==> config.mk <==
export PLATFORM = sky130hd
export DESIGN_NAME = usb_cmdstat_regs
export DESIGN_NICKNAME = d
export VERILOG_FILES = /design/src/rtl/usb_cmdstat_regs.sv
export SDC_FILE = /design/constraint.sdc
export NUM_CORES = 1
export LEC_CHECK = 0
export ABC_AREA = 1
export BUFFER_PORTS_ARGS = -buffer_cell sky130_fd_sc_hd__buf_2
export CAP_MARGIN = 20
export CORE_UTILIZATION = 42
export CTS_CLUSTER_DIAMETER = 150
export DETAILED_ROUTE_END_ITERATION = 10
export PLACE_DENSITY = 0.81
export SKIP_CTS_REPAIR_TIMING = 1
export SYNTH_ARGS = -nofsm -noshare
export SYNTH_HDL_FRONTEND = slang
export SYNTH_SLANG_ARGS = --single-unit
==> constraint.sdc <==
create_clock -name clk -period 1.1 [get_ports clk]
set_clock_uncertainty 0.1 [all_clocks]
set_input_delay 0.165 -clock clk [delete_from_list [all_inputs] [get_ports clk]]
set_output_delay 0.165 -clock clk [all_outputs]
set_load 0.05 [all_outputs]
==> src/rtl/usb_cmdstat_regs.sv <==
module usb_cmdstat_regs #(
  parameter int ADDR_W   = 4,
  parameter int NUM_EVT  = 10,
  parameter int HALT_POS = 12,
  parameter int CMD_ADDR = 0,
  parameter int STS_ADDR = 1,
  parameter int IEN_ADDR = 2
) (
  input  logic              clk,
  input  logic              rst_n,
  input  logic [ADDR_W-1:0] bus_addr,
  input  logic              bus_we,
  input  logic [31:0]       bus_wdata,
  output logic [31:0]       bus_rdata,
  input  logic              core_xfer_busy,
  input  logic              core_reset_done,
  input  logic [NUM_EVT-1:0] core_evt,
  input  logic              core_hs_entered,
  output logic              core_reset_req,
  output logic              core_run,
  output logic              pullup_en,
  output logic              irq
);
  localparam int RUN_POS = 0;
  localparam int RST_POS = 1;
  localparam logic [ADDR_W-1:0] A_CMD = ADDR_W'(CMD_ADDR);
  localparam logic [ADDR_W-1:0] A_STS = ADDR_W'(STS_ADDR);
  localparam logic [ADDR_W-1:0] A_IEN = ADDR_W'(IEN_ADDR);

  logic run_q, rst_busy, halted_q, hs_seen;
  logic [NUM_EVT-1:0] evt_q, ien_q, clr_mask;
  logic wr_cmd, wr_sts, wr_ien, rst_fin;

  assign wr_cmd  = bus_we && (bus_addr == A_CMD);
  assign wr_sts  = bus_we && (bus_addr == A_STS);
  assign wr_ien  = bus_we && (bus_addr == A_IEN);
  assign rst_fin = rst_busy && core_reset_done;
  assign clr_mask = wr_sts ? bus_wdata[NUM_EVT-1:0] : '0;

  always_ff @(posedge clk) begin
    if (!rst_n) begin
      run_q    <= 1'b0;
      rst_busy <= 1'b0;
      halted_q <= 1'b1;
      hs_seen  <= 1'b0;
      evt_q    <= '0;
      ien_q    <= '0;
    end else begin
      if (rst_fin)
        rst_busy <= 1'b0;
      else if (wr_cmd && bus_wdata[RST_POS])
        rst_busy <= 1'b1;

      if (rst_fin)
        run_q <= 1'b0;
      else if (wr_cmd)
        run_q <= bus_wdata[RUN_POS];

      if (rst_fin)
        halted_q <= 1'b1;
      else if (wr_cmd && bus_wdata[RUN_POS])
        halted_q <= 1'b0;
      else if (!run_q && !core_xfer_busy)
        halted_q <= 1'b1;

      if (!run_q || rst_busy)
        hs_seen <= 1'b0;
      else if (core_hs_entered)
        hs_seen <= 1'b1;

      evt_q <= (evt_q & ~clr_mask) | core_evt;
      if (wr_ien) ien_q <= bus_wdata[NUM_EVT-1:0];
    end
  end

  assign core_reset_req = rst_busy;
  assign core_run       = run_q && !rst_busy;
  assign pullup_en      = run_q && !rst_busy && !hs_seen && !core_hs_entered;
  assign irq            = |(evt_q & ien_q);

  always_comb begin
    bus_rdata = '0;
    if (bus_addr == A_CMD) begin
      bus_rdata[RUN_POS] = run_q;
      bus_rdata[RST_POS] = rst_busy;
    end else if (bus_addr == A_STS) begin
      bus_rdata[NUM_EVT-1:0] = evt_q;
      bus_rdata[HALT_POS]    = halted_q;
    end else if (bus_addr == A_IEN) begin
      bus_rdata[NUM_EVT-1:0] = ien_q;
    end
  end

  AST_RST_HOLDS: assert property (@(posedge clk) disable iff (!rst_n)
    core_reset_req && !core_reset_done |=> core_reset_req);
  AST_RST_ENDS: assert property (@(posedge clk) disable iff (!rst_n)
    core_reset_req && core_reset_done |=> !core_reset_req && halted_q && !run_q);
  AST_NO_RUN_IN_RST: assert property (@(posedge clk) disable iff (!rst_n)
    core_reset_req |-> !core_run && !pullup_en);
  AST_RUN_NOT_HALTED: assert property (@(posedge clk) disable iff (!rst_n)
    run_q |-> !halted_q);
  AST_HALT_WAITS: assert property (@(posedge clk) disable iff (!rst_n)
    !run_q && core_xfer_busy && !halted_q && !core_reset_req |=> !halted_q);
  AST_HS_DROPS_PU: assert property (@(posedge clk) disable iff (!rst_n)
    core_hs_entered |-> !pullup_en);
  AST_EVT_SETS: assert property (@(posedge clk) disable iff (!rst_n)
    core_evt != '0 |=> (evt_q & $past(core_evt)) == $past(core_evt));
endmodule

==> results of run 1 <==
## critical path, cell delays in order (launching register included)
cell,delay (ns)
dfxtp_2,0.37
nand2_2,0.08
nand3_4,0.10
a21oi_4,0.15
nand3_4,0.08
buf_8,0.16
## synthesized netlist by cell type (all sizes together)
master and instances:
clkbuf 2, dfxtp 24, a21oi 26, nand2 64, o22ai 1, nand4 10, conb 1, clkinv 2
inv 21, buf 27, nor3 1, nor2 6, o21ai 3, nand3 16
## stage by stage
stage | hold WS [ns] | util, % | cell area (um^2) | setup slack, ns
floorplan | 0.199 | - | 1570 | -0.155
detailed placement | 0.304 | 59.7 | 1850 | -0.273
global route | 0.00684 | 77.5 | 2410 | -0.465
global placement | 0.303 | 59.7 | 1850 | -0.238
finish | -0.0305 | 77.5 | 2410 | -0.449
CTS | -0.0550 | 61.3 | 1900 | -0.622
## sequential cells by signal, summed over array words and instances (netlist names)
| name | flops |
|---|---|
| hs_seen | 1 |
| evt_q | 10 |
| ien_q | 10 |
| core_reset_req | 1 |
| run_q | 1 |
| halted_q | 1 |
## power breakdown
| group | internal [uW] | total [uW] | leakage (uW) | switching [uW] |
|---|---|---|---|---|
| Combinational | 227 | 608 | 0.000904 | 380 |
| Clock | 278 | 597 | 0.0000261 | 318 |
| Sequential | 906 | 933 | 0.000204 | 27.1 |
| Total | 1410 | 2140 | 0.00113 | 726 |
## worst min-delay path by stage
stage	from	end	slack, ns
2_1_floorplan	core_evt[0]	evt_q[0]	0.20
3_3_place_gp	core_evt[9]	evt_q[9]	0.30
3_5_place_dp	core_reset_done	halted_q	0.30
4_1_cts	core_evt[5]	evt_q[5]	-0.05
5_1_grt	bus_wdata[0]	ien_q[0]	0.007
6_report	rst_n	hs_seen	-0.03
## layout make-up
cell class | count | area share [%]
Clock buffer | 4 | 1.98
Inverter | 23 | 3.95
Multi-Input combinational cell | 148 | 35.5
Sequential cell | 24 | 21.2
Tap cell | 44 | 2.29
Timing Repair Buffer | 92 | 35.2
## metal layers
metal  up-vias  routed length, um  GRT usage, %  part of all wire [%]
met5         -                  0             0                     0
met4         0                136          9.97                   3.0
met3        15                304          2.38                   6.7
met2        77               2400          37.1                    53
met1       720               1670          22.7                    37
li1        788                  -             -                     -
## logic make-up after synthesis
group	after synthesis	share of synthesized area (%)
and+or+nand+nor	97	32.0
DFF	24	34.2
other	1	0.267
buffers and inverters	52	22.3
AOI/OAI and AO/OA	30	11.2
==> reports/metrics.cfg, run 1 <==
[status]
outcome=complete, but fails checks
violations=hold timing, setup timing

[sta]
maxSlewViolCount=0
layout_worst_path_cycle_share_pct=141
max_freq_mhz=646
fin_crit_ns=1.55
hold_viol=3
fin_hold_ws_ns=-0.0305
tns_ns=-4.06
final-setup-viol-count=15
setup_ws_ns=-0.449
grt_setup_unrepaired=true

[cells_and_area]
final_cell_mix=nand2_1 (46), buf_2 (29), a21oi_1 (22)
syn_to_final_growth_pct=71.1
multi_input_area_um2=853
final_common_cell=nand2_1
ff_latch_area_um2=509
diodes=0
fillers=219
final_cells=335
final_nets=344
drive_gt1_share_pct=50.5

[hold_path]
holdPathStages=3
min_path_type=in -> reg

[cts]
clkTransAtPathRegs_ns=0.16
cts-buffers-inserted=3
tritoncts=built
cts_max_path_buffers=2
cts.sinks=24
clk_latency_ns=0.33
clockRootBuffer=clkbuf_4
htree_levels=1

[synthesis]
yosys.area.top_type=dfxtp_1
ys_warn_count=0
synth.avg_cell_area_um2=6.89
syn-cell-area_um2=1410
synth_cell_types=21
synth_seq_cells=24
synthCells=204
synth.area.top_cells=dfxtp_1 (34%), nand2_1 (17%), buf_4 (13%)
netlist.area_leader.share_pct=34.2
ys_seq_area_share_pct=34.2

[worst_setup_path]
required_ns=0.83
setup.worst_path.end=irq
crit_start=evt_q[6]
r2r_cells=4
critPathMaxFanout=3
startpoint_type=register
timing.rr.end=run_q
cp.arrival_ns=1.28
reg2reg_slack_ns=0.04
critPathCaptureType=primary output
rr_startpoint=core_reset_req
worstSetupPathType=reg -> out

[route]
first_iter_violations=58
wl_per_cell_um=13.5
ant_nets=0
dr.pass1.iters=4
drc=0
wl_um=4520
vias=1600
vias_per_cell=4.78

[die]
ios=88
rows=20
fp.dieW_um=59.9
start_util_pct=45.3
coreArea_um2=3100
die_h_um=59.9
die_area_um2=3580

[placed_design]
dp_hpwl_um=2580
dp_cells=309
gp_congestion=0.866
port-buffer-count=44

[global_routing]
first_global_vias=1301
grt_pass1_wl_um=5320
grt_use_total_pct=20.2
grt-ovfl-total=0
antenna_found_initial=0
grt_max_degree=21

[power]
p_leak_uw=0.00113
power_uw=2140
ir_drop_mv=0.837
powerDensity_nw_per_um2=888

[run]
cap_violations=0

Power figures use the tool's default switching activity.
==> run 2, diff against run 1 <==
--- a/config.mk
+++ b/config.mk
@@ -8,10 +8,12 @@
 export ABC_AREA = 1
 export BUFFER_PORTS_ARGS = -buffer_cell sky130_fd_sc_hd__buf_2
 export CAP_MARGIN = 20
-export CORE_UTILIZATION = 42
+export CELL_PAD_IN_SITES_DETAIL_PLACEMENT = 0
+export CELL_PAD_IN_SITES_GLOBAL_PLACEMENT = 2
+export CORE_UTILIZATION = 21
 export CTS_CLUSTER_DIAMETER = 150
 export DETAILED_ROUTE_END_ITERATION = 10
-export PLACE_DENSITY = 0.81
+export PLACE_DENSITY = 0.82
 export SKIP_CTS_REPAIR_TIMING = 1
 export SYNTH_ARGS = -nofsm -noshare
 export SYNTH_HDL_FRONTEND = slang
==> reports/metrics.cfg, run 2 (synthesis results as in run 1) <==
[sta]
layout_worst_path_cycle_share_pct=130  ; was 141%
fin_hold_ws_ns=0.0170  ; was -0.0305 ns
max_freq_mhz=697  ; was 646 MHz
grt_setup_unrepaired=true  ; unchanged
hold_viol=0  ; was 3
maxSlewViolCount=0  ; unchanged
setup_ws_ns=-0.334  ; was -0.449 ns
final-setup-viol-count=24  ; was 15
fin_crit_ns=1.43  ; was 1.55 ns

[route]
ant_nets=0  ; unchanged
vias=1519  ; was 1600
dr.pass1.iters=7  ; was 4
wl_per_cell_um=12.5  ; was 13.5 um
vias_per_cell=4.23  ; was 4.78
wl_um=4480  ; was 4520 um
first_iter_violations=82  ; was 58
drc=6  ; was 0

[cells_and_area]
final_cell_mix=nand2_1 (29), buf_2 (26), nand2_2 (23)  ; was nand2_1 (46), buf_2 (29), a21oi_1 (22)
syn_to_final_growth_pct=83.6  ; was 71.1%
multi_input_area_um2=992  ; was 853 um^2
drive_gt1_share_pct=64.5  ; was 50.5%
fillers=654  ; was 219
final_common_cell=nand2_1  ; unchanged
ff_latch_area_um2=512  ; was 509 um^2
final_nets=335  ; was 344
final_cells=359  ; was 335
top_regs=evt_q: 10 flops, ien_q: 10 flops  ; unchanged
utilization_pct=40.2  ; was 77.5%
diodes=0  ; unchanged

[worst_setup_path]
timing.rr.end=core_reset_req  ; was run_q
worstSetupPathType=reg -> out  ; unchanged
reg2reg_slack_ns=0.13  ; was 0.04 ns
critPathCaptureType=primary output  ; unchanged
critPathMaxFanout=3  ; unchanged
cp.arrival_ns=1.17  ; was 1.28 ns
required_ns=0.83  ; about the same
startpoint_type=register  ; unchanged
cp_top_family=flip-flops  ; unchanged
crit_path_cell_trace=nand2_1 -> nand3_2 -> a21oi_4 -> nand3_4 -> buf_8  ; was nand2_2 -> nand3_4 -> a21oi_4 -> nand3_4 -> buf_8
crit_start=evt_q[6]  ; unchanged
slowest_delay_ns=0.35  ; was 0.37 ns
r2r_cells=4  ; unchanged
slowest_stage=dfxtp_2  ; unchanged
setup.worst_path.end=irq  ; unchanged
critPathBufInv=1  ; unchanged
rr_startpoint=core_reset_req  ; unchanged
path_depth=5  ; unchanged

[cts]
cts.sinks=24  ; unchanged
cts-buffers-inserted=3  ; unchanged
htree_levels=1  ; unchanged
clockRootBuffer=clkbuf_8  ; was clkbuf_4
clkTransAtPathRegs_ns=0.09  ; was 0.16 ns
clk_latency_ns=0.26  ; was 0.33 ns
tritoncts=built  ; unchanged
cts_max_path_buffers=2  ; unchanged

[die]
coreArea_um2=6420  ; was 3100 um^2
fp.dieW_um=83.8  ; was 59.9 um
die_h_um=83.8  ; was 59.9 um
die_area_um2=7030  ; was 3580 um^2
ios=88  ; unchanged
rows=29  ; was 20
start_util_pct=21.9  ; was 45.3%

[power]
ir_drop_mv=0.575  ; was 0.837 mV
p_leak_uw=0.00122  ; was 0.00113 uW
powerDensity_nw_per_um2=869  ; was 888 nW/um^2

[global_routing]
grt_use_total_pct=11.4  ; was 20.2%
antenna_found_initial=0  ; unchanged
grt_pass1_wl_um=6420  ; was 5320 um
grt_max_degree=21  ; unchanged
grt-ovfl-total=0  ; unchanged
first_global_vias=1396  ; was 1301

[status]
violations=DRC, setup timing  ; was hold timing, setup timing
outcome=complete, but fails checks  ; unchanged

[placed_design]
dp_cells=342  ; was 309
port-buffer-count=44  ; unchanged
pre_cts_slack_ns=-0.283  ; was -0.273 ns
dp_hpwl_um=2880  ; was 2580 um
gp_congestion=0.733  ; was 0.866

[hold_path]
min_path_type=in -> reg  ; unchanged
hold_path_startpoint=core_evt[3]  ; was rst_n

[run]
cap_violations=0  ; unchanged

[run 2: per-stage QoR]
stage	setup TNS, ns	power (uW)	instance area (um^2)
after floorplan	-0.207	1320	1570
after global placement	-5.23	1430	1880
after detailed placement	-5.41	1430	1880
after CTS	-4.42	2120	1950
after global routing	-4.48	2350	2580
final	-3.30	2240	2580
[run 2: area by class of cell]
type                            count  area share, %
Timing Repair Buffer               81           30.9
Sequential cell                    24           19.8
Tap cell                           77           3.73
Timing Repair inverter              2          0.581
Multi-Input combinational cell    148           38.4
Clock buffer                        4           2.57
Inverter                           23           4.02
[run 2: per-layer routing]
metal	track usage (%)	share of wire (%)	up-vias
met4	2.35	0.89	0
met2	18.7	52	42
met3	2.27	4.2	6
met1	15.5	43	700
met5	0	0	-
li1	-	-	771
[run 2: worst reg2reg max path, cell delays in order (launching register included)]
cell and delay, ns:
dfxtp_4 0.36, buf_6 0.12, a21oi_2 0.13, inv_1 0.07
a21oi_1 0.12
[run 2: how the worst min path moves through the flow]
stage / endpoint / slack [ns] / cells past startpoint
6_report: evt_q[3] / 0.02 / 3
3_3_place_gp: halted_q / 0.31 / 3
5_1_grt: evt_q[3] / 0.02 / 3
3_5_place_dp: evt_q[8] / 0.31 / 3
2_1_floorplan: evt_q[0] / 0.20 / 2
4_1_cts: evt_q[8] / 0.02 / 3
[run 2: where the power goes]
group | total (uW) | internal (uW) | switching [uW]
Sequential | 930 | 903 | 27.2
Clock | 688 | 395 | 292
Combinational | 626 | 226 | 400
